**src/rtl/brc_pkg.sv**
```systemverilog
package brc_pkg;

    typedef enum logic [2:0] {
        ST_IDLE,
        ST_LEAD,
        ST_FOLLOW,
        ST_STORE,
        ST_REST
    } brc_state_t;

    localparam int CODE_W = 3;
    localparam int WAIT_W = 3;
    localparam int WID_W  = 2;

    function automatic logic [2:0] port_bytes(input logic [WID_W-1:0] w);
        unique case (w)
            2'd0:    return 3'd1;
            2'd1:    return 3'd2;
            default: return 3'd4;
        endcase
    endfunction

endpackage

```
**src/rtl/brc_beat_plan.sv**
```systemverilog
module brc_beat_plan
    import brc_pkg::*;
#(
    parameter int CNT_W = 6
) (
    input  logic [WID_W-1:0]  port_sz,
    input  logic [CODE_W-1:0] code,
    output logic [CNT_W-1:0]  beats,
    output logic [2:0]        step
);

    logic [CODE_W-1:0] max_code;
    logic [CODE_W-1:0] eff_code;

    always_comb begin
        unique case (port_sz)
            2'd0:    max_code = 3'd4;
            2'd1:    max_code = 3'd3;
            default: max_code = 3'd2;
        endcase
        eff_code = (code > max_code) ? max_code : code;
        step     = port_bytes(port_sz);
        unique case (eff_code)
            3'd0:    beats = CNT_W'(1);
            3'd1:    beats = CNT_W'(4);
            3'd2:    beats = CNT_W'(8);
            3'd3:    beats = CNT_W'(16);
            default: beats = CNT_W'(32);
        endcase
    end

endmodule

```
**src/rtl/brc_wait_timer.sv**
```systemverilog
module brc_wait_timer #(
    parameter int W = 3
) (
    input  logic         clk,
    input  logic         rst_n,
    input  logic         load,
    input  logic [W-1:0] load_val,
    output logic         expired
);

    logic [W-1:0] cnt_q;

    always_ff @(posedge clk) begin
        if (!rst_n) begin
            cnt_q <= '0;
        end else if (load) begin
            cnt_q <= load_val;
        end else if (cnt_q != '0) begin
            cnt_q <= cnt_q - 1'b1;
        end
    end

    assign expired = (cnt_q == '0);

endmodule

```
**src/rtl/burst_rom_ctrl.sv**
```systemverilog
module burst_rom_ctrl
    import brc_pkg::*;
#(
    parameter int AW        = 16,
    parameter int DW        = 32,
    parameter int MAX_BEATS = 32
) (
    input  logic              clk,
    input  logic              rst_n,
    input  logic              req_valid,
    input  logic              req_write,
    input  logic [AW-1:0]     req_addr,
    input  logic [DW-1:0]     req_wdata,
    output logic              req_ready,
    input  logic [WID_W-1:0]  cfg_width,
    input  logic [CODE_W-1:0] cfg_burst,
    input  logic [WAIT_W-1:0] cfg_wait,
    output logic              rom_cs,
    output logic              rom_rd,
    output logic              rom_wr,
    output logic [AW-1:0]     rom_addr,
    output logic [DW-1:0]     rom_wdata,
    input  logic [DW-1:0]     rom_rdata,
    input  logic              rom_rdy,
    output logic              rd_valid,
    output logic [DW-1:0]     rd_data,
    output logic              done
);

    localparam int CNT_W = $clog2(MAX_BEATS + 1);

    brc_state_t state_q, state_d;

    logic [AW-1:0]     addr_q;
    logic [DW-1:0]     wdata_q;
    logic [CNT_W-1:0]  left_q;
    logic [2:0]        step_q;
    logic [WAIT_W-1:0] wait_q;
    logic              rdv_q;
    logic [DW-1:0]     rdd_q;

    logic [CNT_W-1:0]  plan_beats;
    logic [2:0]        plan_step;
    logic              accept;
    logic              in_read;
    logic              in_beat;
    logic              beat_end;
    logic              more;
    logic              tmr_load;
    logic [WAIT_W-1:0] tmr_val;
    logic              tmr_expired;

    brc_beat_plan #(.CNT_W(CNT_W)) u_plan (
        .port_sz (cfg_width),
        .code    (cfg_burst),
        .beats   (plan_beats),
        .step    (plan_step)
    );

    brc_wait_timer #(.W(WAIT_W)) u_timer (
        .clk      (clk),
        .rst_n    (rst_n),
        .load     (tmr_load),
        .load_val (tmr_val),
        .expired  (tmr_expired)
    );

    assign accept   = (state_q == ST_IDLE) && req_valid;
    assign in_read  = (state_q == ST_LEAD) || (state_q == ST_FOLLOW);
    assign in_beat  = in_read || (state_q == ST_STORE);
    assign beat_end = in_beat && tmr_expired && ((wait_q == '0) || rom_rdy);
    assign more     = (left_q > CNT_W'(1));

    // timer reload: request acceptance or start of a following beat
    always_comb begin
        tmr_load = 1'b0;
        tmr_val  = cfg_wait;
        if (accept) begin
            tmr_load = 1'b1;
            tmr_val  = cfg_wait;
        end else if (in_read && beat_end && more) begin
            tmr_load = 1'b1;
            tmr_val  = (wait_q == '0) ? WAIT_W'(1) : wait_q;
        end
    end

    // next-state logic
    always_comb begin
        state_d = state_q;
        unique case (state_q)
            ST_IDLE:   if (req_valid) state_d = req_write ? ST_STORE : ST_LEAD;
            ST_LEAD,
            ST_FOLLOW: if (beat_end)  state_d = more ? ST_FOLLOW : ST_REST;
            ST_STORE:  if (beat_end)  state_d = ST_REST;
            ST_REST:   state_d = ST_IDLE;
            default:   state_d = ST_IDLE;
        endcase
    end

    // state register
    always_ff @(posedge clk) begin
        if (!rst_n) state_q <= ST_IDLE;
        else        state_q <= state_d;
    end

    // datapath registers
    always_ff @(posedge clk) begin
        if (!rst_n) begin
            addr_q  <= '0;
            wdata_q <= '0;
            left_q  <= '0;
            step_q  <= 3'd1;
            wait_q  <= '0;
            rdv_q   <= 1'b0;
            rdd_q   <= '0;
        end else begin
            rdv_q <= in_read && beat_end;
            if (in_read && beat_end) rdd_q <= rom_rdata;
            if (accept) begin
                addr_q  <= req_addr;
                wdata_q <= req_wdata;
                left_q  <= req_write ? CNT_W'(1) : plan_beats;
                step_q  <= plan_step;
                wait_q  <= cfg_wait;
            end else if (in_read && beat_end) begin
                addr_q <= addr_q + AW'(step_q);
                left_q <= left_q - 1'b1;
            end
        end
    end

    // outputs decoded from state
    always_comb begin
        req_ready = 1'b0;
        rom_cs    = 1'b0;
        rom_rd    = 1'b0;
        rom_wr    = 1'b0;
        done      = 1'b0;
        unique case (state_q)
            ST_IDLE:   req_ready = 1'b1;
            ST_LEAD,
            ST_FOLLOW: begin rom_cs = 1'b1; rom_rd = 1'b1; end
            ST_STORE:  begin rom_cs = 1'b1; rom_wr = 1'b1; end
            ST_REST:   done = 1'b1;
            default:   req_ready = 1'b0;
        endcase
    end

    assign rom_addr  = addr_q;
    assign rom_wdata = wdata_q;
    assign rd_valid  = rdv_q;
    assign rd_data   = rdd_q;

endmodule

```
**config.mk**
```make
export PLATFORM = sky130hd
export DESIGN_NAME = burst_rom_ctrl
export DESIGN_NICKNAME = d
export VERILOG_FILES = /design/src/rtl/brc_pkg.sv /design/src/rtl/brc_beat_plan.sv /design/src/rtl/brc_wait_timer.sv /design/src/rtl/burst_rom_ctrl.sv
export SDC_FILE = /design/constraint.sdc
export NUM_CORES = 1
export LEC_CHECK = 0
export CAP_MARGIN = 25
export CORE_MARGIN = 2
export CORE_UTILIZATION = 30
export CTS_CLUSTER_SIZE = 14
export DETAILED_ROUTE_END_ITERATION = 12
export HOLD_SLACK_MARGIN = 0.15
export SETUP_SLACK_MARGIN = 0.02
export SYNTH_ARGS = -nofsm -noshare
export SYNTH_HDL_FRONTEND = slang
export SYNTH_SLANG_ARGS = --single-unit
export TNS_END_PERCENT = 10
```
**constraint.sdc**
```tcl
create_clock -name clk -period 5.7 [get_ports clk]
set_input_delay 0.855 -clock clk [delete_from_list [all_inputs] [get_ports clk]]
set_output_delay 0.855 -clock clk [all_outputs]
set_load 0.005 [all_outputs]
```
After elaboration in Yosys (flattened, before gate mapping):

Index checks and enable logic that the tools add are counted.

* RAM bits: 0
* memory bits (read-only): 0
* bits of input ports: 93
* memories: 0
* output and inout bits: 86
* latch bits: 0
* bits in registers: 99

* reductions and logical operators: 19
* bitwise operators: 0
* div/mod/pow operators: 0
* add/sub/neg operators: 3
* multiply operators: 0
* equal/unequal tests: 11
* shift operators: 0
* multiplexer cells: 27
* $lt $le $gt $ge: 2

Operators by type and width (number)
* two-way mux 16 bit: 2
* two-way mux 3 bit: 10
* one-hot mux 6 bit (4 select lines): 1
* two-way mux 6 bit: 3
* adder 16 x 3 -> 16 bit: 1
* == test 3 x 2 -> 1 bit, second input constant: 4
* logical NOT 3 bit: 4
* one-hot mux 3 bit (2 select lines): 2
* one-hot mux 3 bit (3 select lines): 1
* two-way mux 1 bit: 7
* == test 3 x 1 -> 1 bit, second input constant: 2
* > comparator 6 x 1 -> 1 bit, second input constant: 1
* inequality test 2 bit, second input constant: 3
* subtractor 6 x 1 -> 6 bit, second input constant: 1
* logical AND 1 bit: 5
* nonzero test 2 bit: 2
* == test 3 bit, second input constant: 1
* > comparator 3 bit: 1
* logical OR 1 bit: 3
* AND reduction 3 bit: 1
* nonzero test 3 bit: 1
* OR reduction 3 bit: 1
* subtractor 3 x 1 -> 3 bit, second input constant: 1
* == test 2 x 1 -> 1 bit, second input constant: 1
* other kinds (3): 3

Depth between registers and ports, before layout:

* depth in word-level cells: 10
* gate-level depth with buffers: 10
* mapped depth without buffers: 9

Cells and area by module:

Synthesis repeated with hierarchy kept, for this count alone.

* cells, all modules: 543
* area total of the unflattened synthesis: 4419.2 sq um

Modules (own cells, without submodules)
* burst_rom_ctrl: area an instance 4006.3 sq um, cells each 494, times used 1
* brc_beat_plan: area an instance 207.7 sq um, cells each 27, times used 1
* brc_wait_timer: area an instance 205.2 sq um, cells each 22, times used 1

Least setup slack after synthesis:

Ideal clock, no wire load.

* kind: in2reg
* from: input cfg_width[0]
* to: register left_q[0]
* path slack: 2.906 ns
* stages on the path: 9
* path buffers: 1
* arrival: 2.707 ns
* path through: or2_2 > clkbuf_1 > ha_1 > o21ai_1 > nor2b_1 > nor2_1 > a21oi_1 > or4_1 > a221oi_2

* longest elaborated chain between the ends: 8
* elaborated cells between the ends (all ways): 12
* classes of those cells: 1 x order compare; 4 x eq/ne; 5 x mux; 2 x reduce/logical

Ends and longest elaborated chain
* from (decl): line burst_rom_ctrl.sv:15 `input logic [WID_W-1:0] cfg_width,`
* == test 2 x 1 -> 1 bit or logical NOT 2 bit (tied branches): line brc_beat_plan.sv:16 `unique case (port_sz)`
* one-hot mux 3 bit (2 select lines) *: line brc_beat_plan.sv:16
* > comparator 3 bit: line brc_beat_plan.sv:21 `eff_code = (code > max_code) ? max_code : code;`
* two-way mux 3 bit *: line brc_beat_plan.sv:21
* == test 3 x 2 -> 1 bit (tied with other cells): line brc_beat_plan.sv:23 `unique case (eff_code)`
* one-hot mux 6 bit (4 select lines) *: line brc_beat_plan.sv:23
* two-way mux 6 bit *: line burst_rom_ctrl.sv:122 `left_q <= req_write ? CNT_W'(1) : plan_beats;`
* two-way mux 6 bit *: line burst_rom_ctrl.sv:119 `if (accept) begin`
* to (signal assigned): line burst_rom_ctrl.sv:122
* to (signal assigned): line burst_rom_ctrl.sv:127 `left_q <= left_q - 1'b1;`
* to (decl): line burst_rom_ctrl.sv:36 `logic [CNT_W-1:0] left_q;`

Mark *: on every way between the ends. The rest lies on a longest branch, timed or not.
A chain may end at the register's enable or synchronous reset.

Final worst setup path:

* from: input cfg_width[1]
* to: register left_q[0]

Same word-level chain as after synthesis.

==> impl_metrics.yaml <==
run_status:
  status: "finished clean"
power:
  pwr_density_cell_nw_per_um2: 454
  seq_power_share_pct: 34.8
  pwr-share-comb_pct: 45.0
  clkPwrFrac_pct: 20.2
  p_leak_nw: 2.35
  vdd_drop_max_uv: 262
  p_int_mw: 1.88
  p_sw_share_pct: 36.7
  p_sw_mw: 1.09
synthesis:
  yosys.area_share.simple_pct: 23.1
  synth_compound_area_share_pct: 20.4
  synth_edf_count: 0
  synth_top_flop_cell: "dfxtp_1"
  synth_top_area_share_pct: 45.6
  synth_area_um2: 4340
  synthTopCellsByCount: "nand2_1 (160), dfxtp_1 (99), a21oi_1 (94)"
  synthAdderAreaFrac_pct: 3.28
  synth.ff_latch_count: 99
  synth.avg_cell_area_um2: 7.94
  yosysUniqueCellTypes: 57
  ys_warn_count: 0
  synth_xor_area_share_pct: 2.45
  synth.mux.area_fraction_pct: 0.461
  synth_seq_area_share_pct: 45.6
  ys_top_cells_by_area: "dfxtp_1 (46%), nand2_1 (14%), a21oi_1 (11%), ha_1 (2.6%), nor2_1 (2.2%)"
  yosysTopAreaCell: "dfxtp_1"
  syn_inst: 547
  synth_most_common_cell: "nand2_1"
  synth_nets: 650
  synth_top_family_by_area: "simple AND/OR/NAND/NOR gates"
  async_flop_share_pct: 0
layout:
  area_delta_synth_final_pct: 50.3
  final_layout_size_suffix_gt1_share_pct: 4.92
  fin_area_um2: 6530
  nets: 809
  n_antenna_cell: 0
  fillers: 1373
  fin_util_pct: 46.7
setup_path:
  start_kind: "primary input"
  cp_max_fo: 7
  crit_arrival_ns: 3.21
  worst_setup_path_end_kind: "register"
  critical_path_required_ns: 5.96
  crit_type: "primary input to register"
route:
  viasPerCell: 4.89
  drt_iter0_drc: 208
  drt_wl_total_um: 13100
  num_vias: 4358
  wl_per_cell_um: 14.7
  drc: 0
  ant_nets: 0
  dr.pass1.iters: 4
clock_network:
  post_cts_buffers: 0
  cts_buffers: 9
  hold_buffers: 0
  cts.clk_slew.worst_paths_ns: 0.06
  cts.repair.resized: 0
  clock_latency_ns: 0.34
  root_buffer: "clkbuf_16"
  cts.path.max_buffers: 2
  cts_sinks: 99
  htreeDepth: 3
  cts_tree: "built"
sta:
  fin_skew_ns: 0.00670
  fin_ws_ns: 2.75
  slew_viol_final: 0
  rsz0062_at_grt: "no"
  period_share_pct: 51.7
  setup_viol: 0
  finalCriticalPeriod_ns: 2.95
  slew_headroom_pct: 54.4
  hold_viol: 0
  fin_tns_setup_ns: 0
  fmax_mhz: 339
  tightest_slew_ns: 0.682
placed_design:
  dp_slack_ns: 2.40
  dp_hpwl_um: 9210
  gp_congestion: 0.811
  portBuffers: 178
  place_area_um2: 6240
flow_run:
  cap_violations: 0
floorplan:
  die_h_um: 124
  core_area_um2: 14000
  ios: 179
  num_rows: 43
  die_area_um2: 15500
  die_x_um: 124
  initial_utilization_pct: 31.1
global_routing:
  grt_antenna_before_repair: 0
  grtUsageTotal_pct: 16.6
  overflow: 0
  first_global_vias: 4221
  grt_first_pass_wirelength_um: 21000
  grt_max_degree: 60
worst_hold_path:
  hp-class: "register to register"
## placed cells by master (no fill, tap or decap), drive strengths merged, types with 2 or more instances in the layout
cell           instances
a22oi                  4
dfxtp                 99
clkbuf                15
nand3                  5
buf                    5
xor2                   4
o211ai                 4
xnor2                  6
a311oi                 2
clkdlybuf4s50        178
and2                   2
mux2i                  2
nor4                   3
and3                   3
a32oi                  2
nor2                  26
nand2b                 3
a211oi                 4
o21ai                 21
nand3b                 2
inv                   10
nand2                160
nor3                   9
nor2b                  4
nand4                  4
a31oi                  3
o21a                   5
or2                    3
ha                     9
o31ai                  2
a21oi                 94
## metal layers
metal / vias up / global-route usage (%) / part of all wire [%]
met1: 2048 / 19.8 / 43
met4: 0 / 3.50 / 0.98
met2: 125 / 27.9 / 48
met3: 9 / 7.17 / 7.9
li1: 2176 / - / -
met5: - / 0 / 0
## critical path: stages
cell and delay, ns:
clkdlybuf4s50_1 0.44, or2_2 0.36, ha_1 0.33, o21ai_1 0.08
nor2b_1 0.16, nor2_1 0.11, a21oi_1 0.08, or4_1 0.52
a221oi_2 0.28
## final cells by class
cell class              instances  area (um^2)  share of cell area, %
repair buffers                183         1830                   28.0
multi-input cells             403         2160                   33.1
inverters                      10         37.5                  0.575
clock inverters                 1         5.00                 0.0766
flip-flops and latches         99         1980                   30.3
well taps                     180          225                   3.45
clock buffers                  15          288                   4.41
## power by group through the flow
stage          clock network (mW)  registers, mW  logic, mW
2_1_floorplan                   0           1.02      0.792
4_1_cts                     0.622           1.03       1.35
6_report                    0.600           1.03       1.33
5_1_grt                     0.646           1.06       1.49
3_5_place_dp                    0           1.05       1.35
3_3_place_gp                    0           1.04       1.31
## through the flow
step / hold WS [ns] / std cells / total power, mW
floorplan: 0.440 / 547 / 1.81
global placement: 0.441 / 874 / 2.35
detailed placement: 0.446 / 875 / 2.39
CTS: 0.455 / 891 / 3.01
global route: 0.473 / 891 / 3.19
finish: 0.451 / 891 / 2.97
## cell families (layout without fill, tap and decap cells)
group           after synthesis  in the layout
simple gates                229            229
fa+ha+maj                    11             11
compound gates              151            151
mux                           2              2
xor+xnor                     10             10
flops                        99             99
buf+inv                      45            209
## state kept, by name, summed over array words and instances, names as in the netlist
signal,count
left_q,6
state_q,3
u_timer.cnt_q,3
step_q,3
rom_addr,16
rd_valid,1
wait_q,3
rd_data,32
rom_wdata,32
## path summary, 6_finish.rpt
kind              slack, ns             start           to  cells past startpoint
setup / recovery       2.75      cfg_width[1]    left_q[0]                      9
setup reg to reg       3.50  u_timer.cnt_q[0]  rom_addr[7]                      9
hold / removal         0.45       rd_data[30]  rd_data[30]                      2
hold reg to reg        0.45       rd_data[30]  rd_data[30]                      2
Power figures use the tool's default switching activity.
